`src/rtl/gpio_evt_pkg.sv`:
```
package gpio_evt_pkg;

   // Register offsets inside one port window; the bus decoder depends on them.
   localparam int unsigned OFS_EVENT  = 32'h14;
   localparam int unsigned OFS_ENABLE = 32'h18;
   localparam int unsigned OFS_FORCE  = 32'h1C;
   localparam int unsigned OFS_EDGE   = 32'h20;

   // Address match flags for the four registers of one port.
   typedef struct packed {
      logic evt;
      logic en;
      logic frc;
      logic edg;
   } port_sel_t;

endpackage

```
`src/rtl/evt_bus_decode.sv`:
```
module evt_bus_decode
   import gpio_evt_pkg::*;
#(
   parameter int unsigned NUM_PORTS   = 7,
   parameter int unsigned PORT_STRIDE = 48,
   parameter int unsigned ADDR_W      = 12
) (
   input  logic [ADDR_W-1:0]             addr,
   output port_sel_t [NUM_PORTS-1:0]     sel
);

   for (genvar p = 0; p < NUM_PORTS; p++) begin : g_port
      localparam int unsigned BASE = p * PORT_STRIDE;
      localparam logic [ADDR_W-1:0] A_EVT = ADDR_W'(BASE + OFS_EVENT);
      localparam logic [ADDR_W-1:0] A_EN  = ADDR_W'(BASE + OFS_ENABLE);
      localparam logic [ADDR_W-1:0] A_FRC = ADDR_W'(BASE + OFS_FORCE);
      localparam logic [ADDR_W-1:0] A_EDG = ADDR_W'(BASE + OFS_EDGE);

      assign sel[p].evt = (addr == A_EVT);
      assign sel[p].en  = (addr == A_EN);
      assign sel[p].frc = (addr == A_FRC);
      assign sel[p].edg = (addr == A_EDG);
   end

endmodule

```
`src/rtl/evt_edge_detect.sv`:
```
module evt_edge_detect #(
   parameter int unsigned WIDTH = 8
) (
   input  logic             clk,
   input  logic             rst_n,
   input  logic [WIDTH-1:0] level,
   input  logic [WIDTH-1:0] rise_sel,
   output logic [WIDTH-1:0] hit
);

   logic [WIDTH-1:0] hist_q;

   // History follows the pin every cycle, whatever the polarity setting.
   always_ff @(posedge clk or negedge rst_n) begin
      if (!rst_n) hist_q <= '0;
      else        hist_q <= level;
   end

   logic [WIDTH-1:0] rose;
   logic [WIDTH-1:0] fell;
   assign rose = level & ~hist_q;
   assign fell = ~level & hist_q;

   for (genvar i = 0; i < WIDTH; i++) begin : g_pin
      assign hit[i] = rise_sel[i] ? rose[i] : fell[i];
   end

endmodule

```
`src/rtl/evt_port.sv`:
```
module evt_port
   import gpio_evt_pkg::*;
#(
   parameter int unsigned WIDTH = 8
) (
   input  logic             clk,
   input  logic             rst_n,
   input  logic [WIDTH-1:0] level,
   input  port_sel_t        sel,
   input  logic             we,
   input  logic [WIDTH-1:0] wdata,
   output logic [WIDTH-1:0] evt,
   output logic [WIDTH-1:0] en,
   output logic [WIDTH-1:0] frc,
   output logic [WIDTH-1:0] edg,
   output logic             irq
);

   logic [WIDTH-1:0] evt_q, en_q, frc_q, edg_q;
   logic [WIDTH-1:0] hit;
   logic [WIDTH-1:0] clr;

   evt_edge_detect #(.WIDTH(WIDTH)) u_edge (
      .clk      (clk),
      .rst_n    (rst_n),
      .level    (level),
      .rise_sel (edg_q),
      .hit      (hit)
   );

   assign clr = (we && sel.evt) ? wdata : '0;

   always_ff @(posedge clk or negedge rst_n) begin
      if (!rst_n) begin
         evt_q <= '0;
         en_q  <= '0;
         frc_q <= '0;
         edg_q <= '0;
      end else begin
         if (we && sel.en)  en_q  <= wdata;
         if (we && sel.frc) frc_q <= wdata;
         if (we && sel.edg) edg_q <= wdata;
         // New events are ORed in after the clear, so setting wins.
         evt_q <= (evt_q & ~clr) | hit | frc_q;
      end
   end

   assign evt = evt_q;
   assign en  = en_q;
   assign frc = frc_q;
   assign edg = edg_q;
   assign irq = |(evt_q & en_q);

endmodule

```
`src/rtl/gpio_edge_irq.sv`:
```
module gpio_edge_irq
   import gpio_evt_pkg::*;
#(
   parameter int unsigned NUM_PORTS     = 7,
   parameter int unsigned PINS_PER_PORT = 8,
   parameter int unsigned PORT_STRIDE   = 48,
   parameter int unsigned ADDR_W        = 12,
   parameter int unsigned DATA_W        = 32
) (
   input  logic                                clk,
   input  logic                                rst_n,
   input  logic [NUM_PORTS*PINS_PER_PORT-1:0]  pin_level,
   input  logic [ADDR_W-1:0]                   bus_addr,
   input  logic                                bus_we,
   input  logic [DATA_W-1:0]                   bus_wdata,
   output logic [DATA_W-1:0]                   bus_rdata,
   output logic [NUM_PORTS-1:0]                port_irq
);

   localparam int unsigned W        = PINS_PER_PORT;
   localparam int unsigned NUM_PINS = NUM_PORTS * PINS_PER_PORT;

   initial begin
      assert (W >= 1 && W <= DATA_W)
         else $error("PINS_PER_PORT must lie in 1..DATA_W");
      assert (NUM_PORTS >= 1)
         else $error("NUM_PORTS must be at least 1");
      assert (PORT_STRIDE >= OFS_EDGE + 4)
         else $error("PORT_STRIDE too small for the register window");
      assert (64'(NUM_PORTS) * 64'(PORT_STRIDE) <= (64'd1 << ADDR_W))
         else $error("ADDR_W too narrow for all port windows");
   end

   port_sel_t [NUM_PORTS-1:0] sel;
   logic [NUM_PINS-1:0] evt_all, en_all, frc_all, edg_all;
   logic [DATA_W-1:0]   rd_part [NUM_PORTS];

   evt_bus_decode #(
      .NUM_PORTS   (NUM_PORTS),
      .PORT_STRIDE (PORT_STRIDE),
      .ADDR_W      (ADDR_W)
   ) u_dec (
      .addr (bus_addr),
      .sel  (sel)
   );

   for (genvar p = 0; p < NUM_PORTS; p++) begin : g_port
      evt_port #(.WIDTH(W)) u_port (
         .clk   (clk),
         .rst_n (rst_n),
         .level (pin_level[p*W +: W]),
         .sel   (sel[p]),
         .we    (bus_we),
         .wdata (bus_wdata[W-1:0]),
         .evt   (evt_all[p*W +: W]),
         .en    (en_all[p*W +: W]),
         .frc   (frc_all[p*W +: W]),
         .edg   (edg_all[p*W +: W]),
         .irq   (port_irq[p])
      );

      always_comb begin
         rd_part[p] = '0;
         unique case (1'b1)
            sel[p].evt: rd_part[p][W-1:0] = evt_all[p*W +: W];
            sel[p].en:  rd_part[p][W-1:0] = en_all[p*W +: W];
            sel[p].frc: rd_part[p][W-1:0] = frc_all[p*W +: W];
            sel[p].edg: rd_part[p][W-1:0] = edg_all[p*W +: W];
            default:    rd_part[p] = '0;
         endcase
      end
   end

   always_comb begin
      bus_rdata = '0;
      for (int p = 0; p < NUM_PORTS; p++) bus_rdata |= rd_part[p];
   end

   if (W < DATA_W) begin : g_unused_hi
      logic unused_wdata_hi;
      assign unused_wdata_hi = ^bus_wdata[DATA_W-1:W];
   end

endmodule

```
`config.mk`:
```
export PLATFORM = sky130hd
export DESIGN_NAME = gpio_edge_irq
export DESIGN_NICKNAME = d
export VERILOG_FILES = /design/src/rtl/gpio_evt_pkg.sv /design/src/rtl/evt_bus_decode.sv /design/src/rtl/evt_edge_detect.sv /design/src/rtl/evt_port.sv /design/src/rtl/gpio_edge_irq.sv
export SDC_FILE = /design/constraint.sdc
export NUM_CORES = 1
export LEC_CHECK = 0
export ABC_AREA = 0
export BUFFER_PORTS_ARGS = -buffer_cell sky130_fd_sc_hd__buf_4
export CORE_UTILIZATION = 45
export CTS_CLUSTER_SIZE = 24
export DETAILED_ROUTE_END_ITERATION = 8
export SYNTH_ARGS = -nofsm -noshare
export SYNTH_HDL_FRONTEND = slang
export SYNTH_SLANG_ARGS = --single-unit
```
`constraint.sdc`:
```
create_clock -name clk -period 2.41 [get_ports clk]
set_input_delay 0.241 -clock clk [delete_from_list [all_inputs] [get_ports clk]]
set_output_delay 0.241 -clock clk [all_outputs]
set_load 0.02 [all_outputs]
```
==> flow_metrics.env <==
export IMPL_reg2reg_slack_ns=1.22
export IMPL_required_ns=2.17
export IMPL_synth_top_family_by_area="multiplexers"
export IMPL_ioPinCount=142
export IMPL_drt_iter0_drc=813
export IMPL_die_w_um=176
export IMPL_initial_core_util=0.458
export IMPL_cts_root_buf="clkbuf_16"
export IMPL_synth_xor_area_frac=0
export IMPL_setup_viol_count_final=6
export IMPL_antenna_found_initial=0
export IMPL_path_buf_inv=1
export IMPL_synth_edf_count=0
export IMPL_route_detailed_drc=0
export IMPL_cpMaxStageDelayCell="dfrtp_1"
export IMPL_port_buffers=93
export IMPL_hold_viol=0
export IMPL_clockBufferDepth=3
export IMPL_setup_ws_ns=-0.253
export IMPL_max_stage_delay_ns=0.39
export IMPL_rsz0062_at_grt="true"
export IMPL_gp_congestion=1.01
export IMPL_insertion_delay_ns=0.51
export IMPL_dr_wl_met3_mm=2.26
export IMPL_syn_area_per_cell_um2=11.4
export IMPL_synth_top_area_frac=0.515
export IMPL_arrival_ns=2.42
export IMPL_synth_top_cell_by_area="dfrtp_1"
export IMPL_top_layer_used="met4"
export IMPL_fin_crit_sh=1.10
export IMPL_worstMarginPinSlew_ns=0.602
export IMPL_ys_ff_latch=280
export IMPL_outcome="finished with violations"
export IMPL_powerDensity_nw_per_um2=615
export IMPL_violations="negative setup slack"
export IMPL_slew_violations=0
export IMPL_synth_area_um2=13600
export IMPL_wl_per_cell_um=23.9
export IMPL_synth_area_leaders="dfrtp_1 (51%), mux2_2 (15%), a22oi_1 (4.2%)"
export IMPL_synthCells=1196
export IMPL_drv_cap=0
export IMPL_path_class="reg2out"
export IMPL_cts_sinks=280
export IMPL_grtUsageTotal=0.298
export IMPL_yosys_area_share_simple=0.141
export IMPL_synth_compound_area_frac=0.143
export IMPL_synth_ff_type="dfrtp_1"
export IMPL_skew_ns=0.0130
export IMPL_grt_max_degree=94
export IMPL_async_flop_share=1.00
export IMPL_synth_seq_area_share=0.515
export IMPL_startpoint_type="register"
export IMPL_drive_above_1_share=0.369
export IMPL_post_route_min_period_ns=2.66
export IMPL_synth_cell_types=55
export IMPL_grt_pass1_vias=11000
export IMPL_critPathTopFamily="compound AO/OA/AOI/OAI gates"
export IMPL_synth_adder_area_share=0
export IMPL_cellLeakagePower_nw=7.86
export IMPL_layout_nets=1577
export IMPL_area_growth_pct=30.2
export IMPL_fmax_mhz=376
export IMPL_final_common_cell="dfrtp_1"
export IMPL_ctsHtreeMaxLevel=2
export IMPL_grt_overflow=0
export IMPL_ir_drop_mv=0.440
export IMPL_drt_total_wl_mm=45.1
export IMPL_wl_met1_mm=20.4
export IMPL_antenna_left=0
export IMPL_final_cell_mix="dfrtp_1 (276), buf_4 (240), mux2_2 (181)"
export IMPL_die_h_um=176
export IMPL_worstPathMaxFanout=3
export IMPL_tritoncts="yes"
export IMPL_path_clk_slew_ns=0.06
export IMPL_firstDrtPassIters=6
export IMPL_vias=11049
export IMPL_hpwl_mm=33.0
export IMPL_n_antenna_cell=0
export IMPL_core_um2=29700
export IMPL_grt_pass1_wl_mm=68.2
export IMPL_synthMuxAreaShare=0.165
export IMPL_via_per_inst=5.85
export IMPL_num_rows=63
export IMPL_dieArea_um2=30900
export IMPL_cts_buffers=34
export IMPL_p_total_mw=10.9
export IMPL_final_util=0.597
export IMPL_worstPathCellList="mux2_2 > a22oi_1 > nor3_1 > a221oi_1 > nand4_1 > buf_4"
export IMPL_crit_path_end_kind="output pin"
export IMPL_wl_met2_mm=21.5
export IMPL_yosys_warnings=0
export IMPL_relSlewSlack=0.595
export IMPL_hold_path_class="in2async"
-- worst paths after layout --
check,from,end,cells past startpoint
max,g_port[3].u_port.frc[4]$_DFFE_PN0P_,bus_rdata[4],6
min,rst_n,g_port[0].u_port.edg[0]$_DFFE_PN0P_,2
max reg2reg,g_port[5].u_port.edg[6]$_DFFE_PN0P_,g_port[5].u_port.evt[6]$_DFF_PN0_,4
min reg2reg,g_port[3].u_port.frc[0]$_DFFE_PN0P_,g_port[3].u_port.evt[0]$_DFF_PN0_,1
max in group asynchronous,rst_n,g_port[5].u_port.evt[6]$_DFF_PN0_,4
min in group clk,bus_wdata[5],g_port[3].u_port.evt[5]$_DFF_PN0_,3
-- logic make-up after synthesis --
family | count (synthesis)
and+or+nand+nor | 349
DFF | 280
AOI/OAI and AO/OA | 271
muxes | 201
buffers and inverters | 94
other | 1
-- Yosys cell counts (4+ instances only) --
library cell  instances
nand3b_1             44
nand3_1              28
a22o_1                9
o32ai_1               6
nor2b_1               5
o22ai_1              11
a211o_1              56
nor3_1               15
and2_1                5
nand2_1             114
a222oi_1              5
mux2_2              183
a32oi_1               4
clkbuf_1             43
buf_4                33
o21ai_0              72
nor4_1                5
dfrtp_1             280
and3_1                9
a22oi_1              76
nand4_1              16
a31oi_1               5
nand2b_1             46
nor2_1               33
buf_2                12
mux2i_1              18
a21oi_1               8
buf_1                 5
nor4_2                4
-- through the flow --
step                cell area [um2]  TNS [ns]  std cells  hold WS [ns]  setup WS [ns]
finish                        17700    -0.662       1890         0.186         -0.253
detailed placement            15700     -6.13       1763         0.117         -0.503
floorplan                     13700         0       1219       -0.0546          0.140
global placement              15700     -5.72       1763         0.115         -0.439
global route                  17700     -1.04       1890         0.197         -0.268
CTS                           17600    -0.770       1887         0.181         -0.238
-- registers in the layout, indices dropped and copies added, names as in the netlist --
name and cells:
g_port.u_port.frc 56, g_port.u_port.en 56, g_port.u_port.evt 56, g_port.u_port.edg 56, g_port.u_port.u_edge.hist_q 56
-- layout make-up --
type / instances / area [um2]
Fill cell: 2572 / 12000
Sequential cell: 280 / 7010
Multi-Input combinational cell: 845 / 6430
Timing Repair Buffer: 312 / 2620
Clock buffer: 48 / 1020
Tap cell: 390 / 488
Clock inverter: 14 / 153
Inverter: 1 / 3.75
-- report_power, final --
part           total [mW]  internal [mW]  switching, mW
Combinational       0.866          0.361          0.506
Clock                5.24           3.27           1.97
Sequential           4.80           4.76         0.0367
Total                10.9           8.40           2.51
-- what timing repair did --
item | in CTS | in global routing
hold endpoints to repair | 173 | 0
hold buffers | 57 | 0
setup buffers | 5 | 3
endpoints found under the setup margin | 8 | 8
pin swaps | 13 | 20
gates resized for setup | 40 | 18
-- per-layer routing --
metal	vias up	global-route usage
li1	4992	-
met1	5649	0.418
met2	347	0.486
met3	61	0.0379
met4	0	0.0779
met5	-	0
No activity file was read; power rests on OpenSTA's default activity.
